`src/rtl/f2u_pkg.sv`:
```
package f2u_pkg;
  localparam int FP_W   = 32;
  localparam int MANT_W = 23;
  localparam int EXP_W  = 8;
  localparam int INT_W  = 64;
  localparam int SIG_W  = MANT_W + 1;
  localparam int BIAS   = 127;

  // exponent at which the significand's LSB weighs 1
  localparam logic [EXP_W-1:0] UNIT_EXP = EXP_W'(BIAS + MANT_W);
  // smallest exponent whose value is at least 2^INT_W
  localparam logic [EXP_W-1:0] OVF_EXP  = EXP_W'(BIAS + INT_W);
  localparam logic [EXP_W-1:0] ONE_EXP  = EXP_W'(BIAS);
  localparam logic [EXP_W-1:0] SPEC_EXP = '1;

  typedef struct packed {
    logic [INT_W-1:0] val;
    logic             inv;
    logic             inx;
  } lane_res_t;
endpackage

```
`src/rtl/f2u_lane_cvt.sv`:
```
module f2u_lane_cvt
  import f2u_pkg::*;
(
  input  logic [FP_W-1:0] fp_i,
  output lane_res_t       res_o
);
  localparam int RSH_W = $clog2(SIG_W);

  logic              sgn;
  logic [EXP_W-1:0]  ex;
  logic [MANT_W-1:0] fr;
  logic [SIG_W-1:0]  sig;
  logic [EXP_W-1:0]  lsh;
  logic [EXP_W-1:0]  rsh;
  logic [SIG_W-1:0]  lost_mask;

  always_comb begin
    sgn       = fp_i[FP_W-1];
    ex        = fp_i[FP_W-2 -: EXP_W];
    fr        = fp_i[MANT_W-1:0];
    sig       = {1'b1, fr};
    res_o     = '0;
    lsh       = '0;
    rsh       = '0;
    lost_mask = '0;
    if (ex == SPEC_EXP) begin
      res_o.val = '1;
      res_o.inv = 1'b1;
    end else if (ex == '0) begin
      res_o.inx = |fr;
    end else if (sgn) begin
      if (ex >= ONE_EXP) begin
        res_o.val = '1;
        res_o.inv = 1'b1;
      end else begin
        res_o.inx = 1'b1;
      end
    end else if (ex >= OVF_EXP) begin
      res_o.val = '1;
      res_o.inv = 1'b1;
    end else if (ex >= UNIT_EXP) begin
      lsh       = ex - UNIT_EXP;
      res_o.val = INT_W'(sig) << lsh;
    end else begin
      rsh = UNIT_EXP - ex;
      if (rsh >= EXP_W'(SIG_W)) begin
        res_o.inx = 1'b1;
      end else begin
        res_o.val = INT_W'(sig >> rsh[RSH_W-1:0]);
        lost_mask = (SIG_W'(1) << rsh[RSH_W-1:0]) - SIG_W'(1);
        res_o.inx = |(sig & lost_mask);
      end
    end
  end
endmodule

```
`src/rtl/f2u_vl_decode.sv`:
```
module f2u_vl_decode #(
  parameter int LANES = 8,
  parameter int SEL_W = 2
) (
  input  logic [SEL_W-1:0] vl_sel_i,
  output logic [LANES-1:0] active_o
);
  localparam int SPAN_W = $clog2(LANES) + 3;
  logic [SPAN_W-1:0] span;

  assign span = SPAN_W'(2) << vl_sel_i;

  for (genvar j = 0; j < LANES; j++) begin : g_act
    assign active_o[j] = (SPAN_W'(j) < span);
  end
endmodule

```
`src/rtl/f2u_lane_gate.sv`:
```
module f2u_lane_gate #(
  parameter int W = 64
) (
  input  logic         active_i,
  input  logic         write_i,
  input  logic         zero_mode_i,
  input  logic [W-1:0] conv_i,
  input  logic [W-1:0] old_i,
  output logic [W-1:0] val_o,
  output logic         flag_en_o
);
  always_comb begin
    if (!active_i)        val_o = '0;
    else if (write_i)     val_o = conv_i;
    else if (zero_mode_i) val_o = '0;
    else                  val_o = old_i;
  end
  assign flag_en_o = active_i & write_i;
endmodule

```
`src/rtl/f2u_vec.sv`:
```
module f2u_vec
  import f2u_pkg::*;
#(
  parameter int LANES = 8,
  parameter int SEL_W = 2
) (
  input  logic                   clk,
  input  logic                   rst,
  input  logic                   in_valid_i,
  input  logic [LANES*FP_W-1:0]  src_i,
  input  logic                   bcast_i,
  input  logic [SEL_W-1:0]       vl_sel_i,
  input  logic                   kmask_en_i,
  input  logic [LANES-1:0]       kmask_i,
  input  logic                   zero_mode_i,
  input  logic [LANES*INT_W-1:0] old_dst_i,
  output logic [LANES*INT_W-1:0] dst_o,
  output logic                   flag_inv_o,
  output logic                   flag_inx_o,
  output logic                   out_valid_o
);
  logic [LANES-1:0]       active;
  logic [LANES-1:0]       flag_en;
  logic [LANES-1:0]       lane_inv;
  logic [LANES-1:0]       lane_inx;
  logic [LANES*INT_W-1:0] next_dst;

  f2u_vl_decode #(.LANES(LANES), .SEL_W(SEL_W)) u_vl (
    .vl_sel_i (vl_sel_i),
    .active_o (active)
  );

  for (genvar j = 0; j < LANES; j++) begin : g_lane
    logic [FP_W-1:0] fp_in;
    lane_res_t       res;

    assign fp_in = bcast_i ? src_i[FP_W-1:0] : src_i[j*FP_W +: FP_W];

    f2u_lane_cvt u_cvt (
      .fp_i  (fp_in),
      .res_o (res)
    );

    f2u_lane_gate #(.W(INT_W)) u_gate (
      .active_i    (active[j]),
      .write_i     (~kmask_en_i | kmask_i[j]),
      .zero_mode_i (zero_mode_i),
      .conv_i      (res.val),
      .old_i       (old_dst_i[j*INT_W +: INT_W]),
      .val_o       (next_dst[j*INT_W +: INT_W]),
      .flag_en_o   (flag_en[j])
    );

    assign lane_inv[j] = res.inv & flag_en[j];
    assign lane_inx[j] = res.inx & flag_en[j];

    // merged lane keeps its old slot
    p_merge_keep_r5: assert property (@(posedge clk) disable iff (rst)
      (in_valid_i && kmask_en_i && !kmask_i[j] && !zero_mode_i && active[j])
      |=> dst_o[j*INT_W +: INT_W] == $past(old_dst_i[j*INT_W +: INT_W]));

    // zeroed lane is cleared
    p_zero_lane_r6: assert property (@(posedge clk) disable iff (rst)
      (in_valid_i && kmask_en_i && !kmask_i[j] && zero_mode_i)
      |=> dst_o[j*INT_W +: INT_W] == '0);

    // lanes beyond the vector length are cleared
    p_above_vl_r9: assert property (@(posedge clk) disable iff (rst)
      (in_valid_i && !active[j]) |=> dst_o[j*INT_W +: INT_W] == '0);
  end

  always_ff @(posedge clk) begin
    if (rst) begin
      dst_o       <= '0;
      flag_inv_o  <= 1'b0;
      flag_inx_o  <= 1'b0;
      out_valid_o <= 1'b0;
    end else begin
      out_valid_o <= in_valid_i;
      if (in_valid_i) begin
        dst_o      <= next_dst;
        flag_inv_o <= flag_inv_o | (|lane_inv);
        flag_inx_o <= flag_inx_o | (|lane_inx);
      end
    end
  end

  p_hold_r11: assert property (@(posedge clk) disable iff (rst)
    !in_valid_i |=> $stable(dst_o) && !out_valid_o);

  p_strobe_r11: assert property (@(posedge clk) disable iff (rst)
    in_valid_i |=> out_valid_o);

  p_sticky_inv_r10: assert property (@(posedge clk) disable iff (rst)
    flag_inv_o |=> flag_inv_o);

  p_sticky_inx_r10: assert property (@(posedge clk) disable iff (rst)
    flag_inx_o |=> flag_inx_o);
endmodule

```
`config.mk`:
```
export PLATFORM = sky130hd
export DESIGN_NAME = f2u_vec
export DESIGN_NICKNAME = d
export VERILOG_FILES = /design/src/rtl/f2u_pkg.sv /design/src/rtl/f2u_lane_cvt.sv /design/src/rtl/f2u_vl_decode.sv /design/src/rtl/f2u_lane_gate.sv /design/src/rtl/f2u_vec.sv
export SDC_FILE = /design/constraint.sdc
export NUM_CORES = 2
export LEC_CHECK = 0
export ABC_AREA = 1
export CORE_AREA = 2 2 504 506
export CTS_CLUSTER_DIAMETER = 50
export DETAILED_ROUTE_END_ITERATION = 6
export DIE_AREA = 0 0 506 508
export HOLD_SLACK_MARGIN = 0.08
export PLACE_DENSITY = 0.49
export SLEW_MARGIN = 0
export SYNTH_ARGS = -nofsm -noshare
export SYNTH_HDL_FRONTEND = slang
export SYNTH_SLANG_ARGS = --single-unit
```
`constraint.sdc`:
```
create_clock -name clk -period 7.4 [get_ports clk]
set_input_delay 1.48 -clock clk [delete_from_list [all_inputs] [get_ports clk]]
set_output_delay 1.48 -clock clk [all_outputs]
set_load 0.03 [all_outputs]
```
==> results.py <==
metrics = {
    "critical_path": {
        "worstSetupPathType": "in2reg",
        "startpoint_type": "primary input",
        "r2r_slack_ns": 6.45,
        "cp.buffers_inverters": 5,
        "crit_path_end_kind": "flop",
        "reg2reg_to": "flag_inx_o",
        "required_ns": 8.10,
        "max_stage_delay_ns": 0.90,
        "rr_startpoint": "flag_inx_o",
        "arrival_ns": 6.99,
        "cpMaxStageDelayCell": "o311ai_0",
        "r2r_cells": 2,
        "critical-path-top-delay-family": "compound AO/OA/AOI/OAI gates",
        "crit_fanout": 27,
        "worstPathCellList": "clkdlybuf4s50_1, nand2_4, nand2_1, buf_4, inv_1, ha_1, buf_4, inv_1, o311ai_0, nand3_1, o221ai_1, a21oi_1, o21ai_0, nand2_1, a21oi_1",
    },
    "floorplanning": {
        "dieHeight_um": 508,
        "rows": 185,
        "die_area_um2": 257000,
        "core_region_area_um2": 252000,
        "die_w_um": 506,
        "io_pins": 1299,
        "start_util": 0.252,
    },
    "finish": {
        "final_area_um2": 82800,
        "instances_no_fill": 16500,
        "drive_gt1_frac": 0.0494,
        "synthToLayoutAreaGrowth_pct": 30.3,
        "nets": 13900,
    },
    "worst_hold_path": {
        "worstHoldStart": "dst_o[128]",
        "hold_class": "reg2reg",
        "min_to": "dst_o[128]",
        "hold_depth": 2,
    },
    "synth": {
        "avgSynthCellArea_um2": 5.18,
        "yosys_warnings": 0,
        "ys_ff_latch": 515,
        "postSynth.asyncResetShare": 0,
        "syn-num-nets": 13100,
        "syn_area_um2": 63600,
        "synth-seq-area-share": 0.162,
        "syn_inst": 12300,
        "ys_types": 68,
        "ys.flop_type": "dfxtp_1",
        "synth_edf_count": 0,
    },
    "grt": {
        "antenna_found_initial": 80,
        "grt_max_degree": 158,
        "grt_use_total": 0.302,
        "grt-ovfl-total": 0,
        "grt_pass1_wl_mm": 582,
        "grt_pass1_vias": 81500,
    },
    "sta": {
        "hold_viol_final": 0,
        "drv_slew": 0,
        "min_period_ns": 6.29,
        "max_slew_margin": 0.184,
        "fin_tns_setup_ns": 0,
        "period_share": 0.850,
        "fmax_ghz": 0.159,
        "finClkSkew_ns": 0,
        "grt_setup_unrepaired": "no",
        "setup-violations-final": 0,
        "tightest_slew_ns": 1.21,
    },
    "pwr": {
        "internal_power_mw": 8.27,
        "p_seq_frac": 0.193,
        "power_density_nw_per_um2": 192,
        "leakage_nw": 35.5,
        "swShare": 0.479,
        "p_sw_mw": 7.60,
        "pwr-share-clk": 0.303,
        "power_frac_comb": 0.504,
        "ir_drop_mv": 0.187,
    },
    "clock_network": {
        "clk_pin_slew_ns": 0.05,
        "cts-root-buf": "clkbuf_16",
        "hold_buffers": 0,
        "post_cts.repair.setup_buffers": 0,
        "h-tree-depth": 3,
        "cts_tree": "built",
        "post_cts_resized": 0,
        "clock_path_buffers": 3,
        "cts-buffers-inserted": 98,
        "cts_num_sinks": 515,
        "insertion_delay_ns": 0.77,
    },
    "placement": {
        "numPlacedInstances": 16300,
        "dp.final_hpwl_mm": 325,
        "port_buffers": 1298,
        "place.gp.congestion": 1.01,
        "placed_area_um2": 79300,
    },
    "route": {
        "wl_per_cell_um": 24.8,
        "ant_nets": 0,
        "viasPerCell": 5.26,
        "num_vias": 87000,
        "drc_errors": 6,
        "routed_wl_mm": 410,
        "drtIter0Drc": 9154,
        "drtPass1Iterations": 7,
    },
    "run_status": {
        "status": "finished with violations",
        "violations": "DRC",
    },
    "flow_run": {
        "drv_cap": 0,
    },
}
placed cells by master, fill, tap and decap left out, types with 18 or more instances in the layout:
cell	Yosys	final
nand2_2	41	43
nor3_1	118	118
mux2i_1	75	75
a22oi_1	56	56
clkbuf_16	0	99
diode_2	0	45
nand4_1	69	69
nor4_1	36	35
o21ai_1	267	268
clkdlybuf4s50_1	0	1294
clkinv_2	0	18
o221ai_1	25	25
nand3_1	715	715
o211ai_1	109	109
nor2_4	20	28
a211o_1	96	96
nand2_1	4359	4356
a31oi_1	73	72
or2_2	26	26
dfxtp_1	515	515
o22ai_1	26	26
ha_1	72	72
nor2_1	1158	1149
clkinv_1	22	22
o21ai_0	1175	1174
inv_2	54	54
inv_1	694	690
buf_4	23	199
nand3b_1	62	62
nor2_2	54	55
xor2_1	31	24
a21oi_1	1353	1343
metal layers:
layer / share of wire / vias to the layer above / track usage / wire length, µm
li1: - / 42200 / - / -
met1: 0.44 / 40700 / 0.400 / 179000
met4: 0.043 / 26 / 0.125 / 17500
met5: 0.00044 / - / 0 / 180
met3: 0.075 / 535 / 0.0565 / 31000
met2: 0.45 / 3517 / 0.480 / 183000
synth_stat cells, types with 11 or more instances:
master | number | area share
nor2_4 | 20 | 0.0035
o21ai_0 | 1175 | 0.092
clkinv_1 | 22 | 0.0013
mux2i_1 | 75 | 0.012
buf_1 | 68 | 0.0040
o211ai_1 | 109 | 0.013
o31ai_1 | 11 | 0.0013
o21a_1 | 11 | 0.0013
nand2_2 | 41 | 0.0040
ha_1 | 72 | 0.014
nor2_1 | 1158 | 0.068
dfxtp_1 | 515 | 0.16
inv_1 | 694 | 0.041
clkbuf_1 | 628 | 0.037
nand2_1 | 4359 | 0.26
nand3b_1 | 62 | 0.0073
o21ai_1 | 267 | 0.021
nand4_1 | 69 | 0.0068
a31oi_1 | 73 | 0.0072
and2_1 | 11 | 0.0011
nand3_1 | 715 | 0.056
o22ai_1 | 26 | 0.0026
a211o_1 | 96 | 0.013
nor3_1 | 118 | 0.0093
nor4_1 | 36 | 0.0035
or2_2 | 26 | 0.0026
buf_2 | 83 | 0.0065
xor2_1 | 31 | 0.0043
buf_4 | 23 | 0.0027
a21oi_1 | 1353 | 0.11
a22oi_1 | 56 | 0.0066
o221ai_1 | 25 | 0.0034
inv_2 | 54 | 0.0032
nor2_2 | 54 | 0.0053
kinds of logic (layout without fill, tap and decap cells):
group	count (synthesis)	in the layout	share of synthesized area
AND/OR/NAND/NOR	6713	6713	0.431
flip-flops	515	515	0.162
AO/OA/AOI/OAI	3271	3271	0.278
multiplexers	75	75	0.0118
other	0	45	0
adder cells (fa/ha/maj)	72	72	0.0142
buffers and inverters	1585	2456	0.0983
XOR/XNOR	32	32	0.00441
per-stage QoR:
step | hold WS [ns] | util | total power, mW | setup slack (ns)
global route | 0.472 | 0.328 | 16.8 | 0.721
finish | 0.462 | 0.328 | 15.9 | 1.11
global placement | 0.452 | 0.314 | 11.0 | 0.535
floorplan | 0.577 | - | 7.90 | 2.35
CTS | 0.462 | 0.328 | 15.8 | 1.37
detailed placement | 0.455 | 0.314 | 10.9 | 0.562
worst max-delay path by stage:
stage	cells past startpoint	endpoint	slack, ns	start
after global placement	32	flag_inx_o	0.53	src_i[24]
after floorplan	32	flag_inx_o	2.35	bcast_i
final	15	dst_o[257]	1.11	src_i[23]
after global routing	32	flag_inx_o	0.72	src_i[24]
after detailed placement	32	flag_inx_o	0.56	src_i[24]
after CTS	32	flag_inx_o	1.37	src_i[24]
power by group through the flow:
stage | logic (mW) | registers, mW | clock network [mW]
after floorplan | 4.46 | 3.44 | 0
after global placement | 7.91 | 3.11 | 0
after detailed placement | 7.83 | 3.11 | 0
after CTS | 7.87 | 3.06 | 4.89
after global routing | 8.69 | 3.08 | 5.01
final | 8.00 | 3.06 | 4.80
worst register-to-register path: cells and delay by family, from the launching register on:
kind	cells	cell delay (ns)
AND/OR/NAND/NOR	2	0.25
flip-flops	1	0.65
registers in the layout, indices dropped and copies added, names as in the netlist:
register,count
flag_inv_o,1
flag_inx_o,1
out_valid_o,1
dst_o,512
layout make-up:
| type | count | area (µm²) |
|---|---|---|
| repair buffers | 1504 | 14600 |
| diodes | 45 | 113 |
| fillers | 29400 | 169000 |
| clock inverters | 64 | 768 |
| flip-flops and latches | 515 | 10300 |
| clock buffers | 117 | 2660 |
| well taps | 3366 | 4210 |
| multi-input cells | 10200 | 47200 |
| inverters | 771 | 2920 |
No activity file was read; power rests on OpenSTA's default activity.
